### src/rtl/bscan_pkg.sv
// Shared types and constants for the boundary-scan access port.
// Assumes a data width that is a multiple of the lane count.
package bscan_pkg;

    typedef enum logic [3:0] {
        ST_RESET, ST_IDLE,
        ST_SEL_DR, ST_CAP_DR, ST_SH_DR, ST_EX1_DR, ST_PAU_DR, ST_EX2_DR, ST_UPD_DR,
        ST_SEL_IR, ST_CAP_IR, ST_SH_IR, ST_EX1_IR, ST_PAU_IR, ST_EX2_IR, ST_UPD_IR
    } tap_state_e;

    typedef enum logic [1:0] {
        OP_EXTEST  = 2'b00,
        OP_PRELOAD = 2'b01,
        OP_IDCODE  = 2'b10,
        OP_BYPASS  = 2'b11
    } tap_op_e;

    localparam int          ID_BITS  = 32;
    localparam logic [31:0] ID_WORD  = 32'h149E803B;
    localparam logic [1:0]  IR_CAPT  = 2'b01;

    // Chain position of data lane j: lane 0 group sits below the word clock,
    // later groups follow it.
    function automatic int lane_pos(input int j, input int lanes, input int per);
        int grp;
        int sub;
        grp = j / lanes;
        sub = j % lanes;
        return (sub == 0) ? (1 + grp) : (2 + sub * per + grp);
    endfunction

endpackage

### src/rtl/bscan_fsm.sv
// Sixteen-state access-port controller.
// Assumes TMS is stable around rising TCK; trst_n acts asynchronously.
module bscan_fsm
    import bscan_pkg::*;
(
    input  logic       tck,
    input  logic       trst_n,
    input  logic       tms,
    output tap_state_e state_q
);

    tap_state_e state_d;

    // Next-state decode of the standard controller graph.
    always_comb begin
        unique case (state_q)
            ST_RESET:  state_d = tms ? ST_RESET  : ST_IDLE;
            ST_IDLE:   state_d = tms ? ST_SEL_DR : ST_IDLE;
            ST_SEL_DR: state_d = tms ? ST_SEL_IR : ST_CAP_DR;
            ST_CAP_DR: state_d = tms ? ST_EX1_DR : ST_SH_DR;
            ST_SH_DR:  state_d = tms ? ST_EX1_DR : ST_SH_DR;
            ST_EX1_DR: state_d = tms ? ST_UPD_DR : ST_PAU_DR;
            ST_PAU_DR: state_d = tms ? ST_EX2_DR : ST_PAU_DR;
            ST_EX2_DR: state_d = tms ? ST_UPD_DR : ST_SH_DR;
            ST_UPD_DR: state_d = tms ? ST_SEL_DR : ST_IDLE;
            ST_SEL_IR: state_d = tms ? ST_RESET  : ST_CAP_IR;
            ST_CAP_IR: state_d = tms ? ST_EX1_IR : ST_SH_IR;
            ST_SH_IR:  state_d = tms ? ST_EX1_IR : ST_SH_IR;
            ST_EX1_IR: state_d = tms ? ST_UPD_IR : ST_PAU_IR;
            ST_PAU_IR: state_d = tms ? ST_EX2_IR : ST_PAU_IR;
            ST_EX2_IR: state_d = tms ? ST_UPD_IR : ST_SH_IR;
            ST_UPD_IR: state_d = tms ? ST_SEL_DR : ST_IDLE;
            default:   state_d = ST_RESET;
        endcase
    end

    // State register, forced to Test-Logic-Reset by trst_n.
    always_ff @(posedge tck or negedge trst_n) begin
        if (!trst_n) state_q <= ST_RESET;
        else         state_q <= state_d;
    end

endmodule

### src/rtl/bscan_ir.sv
// Two-bit instruction register with its shift stage.
// Assumes the controller state is registered on the same TCK edge.
module bscan_ir
    import bscan_pkg::*;
(
    input  logic       tck,
    input  logic       trst_n,
    input  logic       tdi,
    input  tap_state_e state_q,
    output tap_op_e    op_q,
    output logic       ir_lsb
);

    logic [1:0] ir_sr;

    // Shift stage: capture the fixed pattern, then shift toward the LSB.
    always_ff @(posedge tck or negedge trst_n) begin
        if (!trst_n)                  ir_sr <= IR_CAPT;
        else if (state_q == ST_CAP_IR) ir_sr <= IR_CAPT;
        else if (state_q == ST_SH_IR)  ir_sr <= {tdi, ir_sr[1]};
    end

    // Active instruction: identification after reset, loaded on Update-IR.
    always_ff @(posedge tck or negedge trst_n) begin
        if (!trst_n)                   op_q <= OP_IDCODE;
        else if (state_q == ST_RESET)  op_q <= OP_IDCODE;
        else if (state_q == ST_UPD_IR) op_q <= tap_op_e'(ir_sr);
    end

    assign ir_lsb = ir_sr[0];

endmodule

### src/rtl/bscan_dr.sv
// Data registers: shared boundary/identification chain, its update stage
// and the bypass stage. Assumes CHAIN_W is larger than ID_BITS.
module bscan_dr
    import bscan_pkg::*;
#(
    parameter int CHAIN_W = 34
) (
    input  logic               tck,
    input  logic               trst_n,
    input  logic               tdi,
    input  tap_state_e         state_q,
    input  tap_op_e            op_q,
    input  logic [CHAIN_W-1:0] cap_vec,
    output logic [CHAIN_W-1:1] upd_q,
    output logic               chain_lsb,
    output logic               byp_q
);

    logic [CHAIN_W-1:0] chain_q;
    logic               is_bnd;

    assign is_bnd = (op_q == OP_EXTEST) || (op_q == OP_PRELOAD);

    // Shared chain: boundary capture or identification word, then shifting.
    always_ff @(posedge tck or negedge trst_n) begin
        if (!trst_n) begin
            chain_q <= '0;
        end else if (state_q == ST_CAP_DR) begin
            if (is_bnd)                 chain_q <= cap_vec;
            else if (op_q == OP_IDCODE) chain_q[ID_BITS-1:0] <= ID_WORD;
        end else if (state_q == ST_SH_DR) begin
            if (is_bnd)                 chain_q <= {tdi, chain_q[CHAIN_W-1:1]};
            else if (op_q == OP_IDCODE) chain_q[ID_BITS-1:0] <= {tdi, chain_q[ID_BITS-1:1]};
        end
    end

    // Update stage for the output cells, written on Update-DR.
    always_ff @(posedge tck or negedge trst_n) begin
        if (!trst_n)                              upd_q <= '0;
        else if (state_q == ST_UPD_DR && is_bnd)  upd_q <= chain_q[CHAIN_W-1:1];
    end

    // Bypass stage: zero on capture, one-bit delay while shifting.
    always_ff @(posedge tck or negedge trst_n) begin
        if (!trst_n)                   byp_q <= 1'b0;
        else if (state_q == ST_CAP_DR) byp_q <= 1'b0;
        else if (state_q == ST_SH_DR)  byp_q <= tdi;
    end

    assign chain_lsb = chain_q[0];

endmodule

### src/rtl/bscan_tap.sv
// Top of the boundary-scan access port: controller, instruction and data
// registers, pin multiplexing and the falling-edge TDO stage.
// Assumes NDATA is a multiple of LANES.
module bscan_tap
    import bscan_pkg::*;
#(
    parameter int NDATA = 32,
    parameter int LANES = 4
) (
    input  logic             tck,
    input  logic             trst_n,
    input  logic             tms,
    input  logic             tdi,
    output logic             tdo,
    output logic             tdo_en,
    input  logic [NDATA-1:0] core_dout,
    input  logic             core_wclk,
    input  logic             pin_mode,
    output logic [NDATA-1:0] pin_dout,
    output logic             pin_wclk
);

    localparam int PER     = NDATA / LANES;
    localparam int CHAIN_W = NDATA + 2;
    localparam int WCLK_AT = PER + 1;

    tap_state_e         state_q;
    tap_op_e            op_q;
    logic               ir_lsb;
    logic               chain_lsb;
    logic               byp_q;
    logic [CHAIN_W-1:1] upd_q;
    logic [CHAIN_W-1:0] cap_vec;
    logic               drive_ext;
    logic               tdo_src;

    bscan_fsm u_fsm (
        .tck(tck), .trst_n(trst_n), .tms(tms), .state_q(state_q)
    );

    bscan_ir u_ir (
        .tck(tck), .trst_n(trst_n), .tdi(tdi), .state_q(state_q),
        .op_q(op_q), .ir_lsb(ir_lsb)
    );

    bscan_dr #(.CHAIN_W(CHAIN_W)) u_dr (
        .tck(tck), .trst_n(trst_n), .tdi(tdi), .state_q(state_q), .op_q(op_q),
        .cap_vec(cap_vec), .upd_q(upd_q), .chain_lsb(chain_lsb), .byp_q(byp_q)
    );

    assign drive_ext = (op_q == OP_EXTEST);

    // Per-lane pin multiplexer and capture wiring at the fixed chain position.
    for (genvar j = 0; j < NDATA; j++) begin : g_lane
        localparam int POS = lane_pos(j, LANES, PER);
        assign pin_dout[j] = drive_ext ? upd_q[POS] : core_dout[j];
        assign cap_vec[POS] = pin_dout[j];
    end

    assign pin_wclk         = drive_ext ? upd_q[WCLK_AT] : core_wclk;
    assign cap_vec[WCLK_AT] = pin_wclk;
    assign cap_vec[0]       = pin_mode;

    // Serial output source for the current shift state.
    always_comb begin
        if (state_q == ST_SH_IR)      tdo_src = ir_lsb;
        else if (op_q == OP_BYPASS)   tdo_src = byp_q;
        else                          tdo_src = chain_lsb;
    end

    // Falling-edge output stage for TDO and its enable.
    always_ff @(negedge tck or negedge trst_n) begin
        if (!trst_n) begin
            tdo    <= 1'b0;
            tdo_en <= 1'b0;
        end else begin
            tdo    <= tdo_src;
            tdo_en <= (state_q == ST_SH_DR) || (state_q == ST_SH_IR);
        end
    end

endmodule

### config.mk
export PLATFORM = sky130hd
export DESIGN_NAME = bscan_tap
export DESIGN_NICKNAME = d
export VERILOG_FILES = /design/src/rtl/bscan_pkg.sv /design/src/rtl/bscan_fsm.sv /design/src/rtl/bscan_ir.sv /design/src/rtl/bscan_dr.sv /design/src/rtl/bscan_tap.sv
export SDC_FILE = /design/constraint.sdc
export NUM_CORES = 1
export LEC_CHECK = 0
export BUFFER_PORTS_ARGS = -buffer_cell sky130_fd_sc_hd__buf_2
export CAP_MARGIN = 20
export CORE_ASPECT_RATIO = 1.2
export CORE_UTILIZATION = 38
export DETAILED_ROUTE_END_ITERATION = 10
export PLACE_DENSITY = 0.61
export SLEW_MARGIN = 20
export SYNTH_ARGS = -nofsm -noshare
export SYNTH_HDL_FRONTEND = slang
export SYNTH_SLANG_ARGS = --single-unit
export TNS_END_PERCENT = 5
### constraint.sdc
create_clock -name tck -period 2.65 [get_ports tck]
set_input_delay 0.3975 -clock tck [delete_from_list [all_inputs] [get_ports tck]]
set_output_delay 0.3975 -clock tck [all_outputs]
set_load 0.005 [all_outputs]
==> impl_metrics.toml <==
[status]
outcome = "completed"

[placement]
io_buffers = 72
placement.cell_area_sq_um = 4302
place_hpwl_microns = 5749
gp_congestion = 0.7493

[floorplan]
fp.dieH_microns = 112.1
start_util = 0.3974
num_io_pins = 73
dieArea_sq_um = 10510
core_sq_um = 9662
rows = 39
die_w_microns = 93.77

[detailed_routing]
drt-pass1-iter-count = 4
wl_microns = 8988
wl_per_cell_microns = 16.55
ant_nets = 0
drt_iter0_markers = 157
vias_per_cell = 5.317
drc_errors = 0
vias = 2887

[logic_synthesis]
synth_sequential_area_ratio = 0.5090
netlist_area_sq_um = 3840
syn_nets = 384
syn_area_per_cell_sq_um = 11.10
synth-edff-count = 0
synth_cells = 346
synthArstFlopShare = 1.000
ys.flop_type = "dfrtp_1"
ys_types = 42
ys_ff_latch = 78
ys_warn_count = 0

[cts]
cts_tree = "built"
clk_latency_ns = 0.34
clock-sinks = 78
htreeDepth = 3
clockBufferDepth = 2
post-cts-setup-buffers = 0
cts_buffers = 9
cts-root-buf = "clkbuf_16"
clkTransAtPathRegs_ns = 0.06

[layout]
layout_common_cells = "dfrtp_1 (74), buf_2 (71), mux2_2 (65)"
drive_gt1_frac = 0.4071
nFillCells = 923
fin_nets = 453
diodes = 0
final_area_sq_um = 4639
syn_to_final_growth_pct = 20.82
layout_commonest_cell = "dfrtp_1"

[sta]
rsz0062_at_grt = "no"
setup_viol_count_final = 0
tns_ns = 0
tightest_slew_ns = 0.8900
slew-limit-headroom = 0.4067
final_max_slew_viol_count = 0
skew_ns = 0.005685
hold_viol = 0

[setup_path]
crit_chain = "buf_2"
start_kind = "flip-flop"
slowest_stage = "dfrtn_1"
path_delay_family = "flip-flops"
max_stage_delay_ns = 0.41
cp.required_ns = 2.25
worst-path-buf-inv = 1
arrival_ns = 2.20
cp_max_fo = 1
cp-end-kind = "output port"
crit_type = "reg2out"

[global_routing]
grt_pass1_wl_microns = 14650
grt.overflow.total = 0
grt_pass1_vias = 2874
grt_usage = 0.1828
grt_max_degree = 72
antenna_found_initial = 0

[power_and_ir_drop]
totalPowerFinal_mw = 5.555
p_sw_mw = 1.943
ir_drop_mv = 0.4455
power_density_nw_per_um2 = 1197
pwr-share-comb = 0.392
power_leakage_nw = 2.077
p_int_mw = 3.612
power_frac_clock = 0.235
p_seq_frac = 0.373
p_sw_frac = 0.3497

[run]
cap_viol_max_count = 0

[hold_path]
hp-class = "in2reg"
-- layout make-up --
| cell class | count | area (sq um) | area share |
|---|---|---|---|
| clock buffers | 12 | 246.5 | 0.05313 |
| inverters | 9 | 33.78 | 0.007282 |
| well taps | 123 | 153.9 | 0.03317 |
| clock inverters | 4 | 70.07 | 0.01510 |
| flip-flops and latches | 78 | 1954 | 0.4213 |
| repair buffers | 85 | 475.5 | 0.1025 |
| multi-input cells | 232 | 1705 | 0.3676 |
-- cells by family (layout without fill, tap and decap cells) --
family	count (synthesis)	count (layout)	share of synthesized area
and+or+nand+nor	66	67	0.08537
DFF	78	78	0.5090
xor gates and xnor gates	1	1	0.002281
AOI/OAI and AO/OA	96	96	0.1531
muxes	68	68	0.1988
buffers and inverters	37	110	0.05148
-- what timing repair did --
action,in CTS,in global routing
cloned,1,0
hold buffers,1,0
resized for setup,0,1
endpoints found under the hold margin,5,0
pin swaps,1,0
endpoints found under the setup margin,20,16
-- metrics by stage --
stage / std cells / util / hold WS [ns] / setup slack [ns]
3_3_place_gp: 525 / 0.4452 / 0.2263 / 0.3058
5_1_grt: 543 / 0.4802 / 0.3842 / 0.04091
2_1_floorplan: 346 / - / 0.1019 / 0.06173
6_report: 543 / 0.4802 / 0.3669 / 0.05622
4_1_cts: 543 / 0.4797 / 0.3637 / 0.007270
3_5_place_dp: 525 / 0.4452 / 0.2279 / 0.2780
-- synth_stat cells, types with 2 or more instances --
cell	instances	share of area
a21oi_1	10	0.013
a221o_1	2	0.0052
a221oi_1	3	0.0068
a22oi_1	18	0.035
buf_2	11	0.014
buf_4	6	0.012
buf_6	3	0.0088
clkbuf_1	8	0.0078
dfrtn_1	2	0.013
dfrtp_1	74	0.48
dfstp_2	2	0.014
inv_1	9	0.0088
mux2_2	65	0.19
mux2i_1	2	0.0052
nand2_1	43	0.042
nand2b_1	2	0.0033
nand3_1	4	0.0052
nor2_1	3	0.0029
nor3_1	2	0.0026
o211ai_1	2	0.0039
o21ai_0	11	0.014
o21ai_1	30	0.039
o22ai_1	14	0.023
or3_1	2	0.0033
-- final timing paths --
path / startpoint / endpoint / slack [ns] / cells past startpoint
min in group asynchronous: trst_n / u_fsm.state_q[0] / 0.45 / 2
setup reg to reg: u_ir.op_q[0] / tdo / 0.27 / 3
hold / removal: tdi / u_ir.ir_sr[1] / 0.37 / 3
max in group asynchronous: trst_n / tdo_en / 0.82 / 2
setup / recovery: tdo / tdo / 0.06 / 1
hold reg to reg: u_dr.upd_q[9] / u_dr.upd_q[9] / 0.49 / 1
-- registers in the layout, indices dropped and copies added (netlist names) --
signal	flops
tdo	1
tdo_en	1
u_dr.byp_q	1
u_dr.chain_q	34
u_dr.upd_q	33
u_fsm.state_q	4
u_ir.ir_sr	2
u_ir.op_q	2
-- power by group through the flow --
stage	clock network (mW)	logic (mW)	registers, mW
2_1_floorplan	0	1.68	1.96
3_3_place_gp	0	2.11	2.06
3_5_place_dp	0	2.17	2.08
4_1_cts	1.33	2.20	2.07
5_1_grt	1.39	2.43	2.15
6_report	1.31	2.18	2.07
-- metal layers --
metal / GRT usage / vias up / wire [microns]
met4: 0.07077 / 0 / 136
met1: 0.2495 / 1414 / 4093
met5: 0 / - / 0
li1: - / 1394 / -
met2: 0.2832 / 70 / 4264
met3: 0.03930 / 9 / 493
Note: power is estimated with default switching activity, not from simulation.
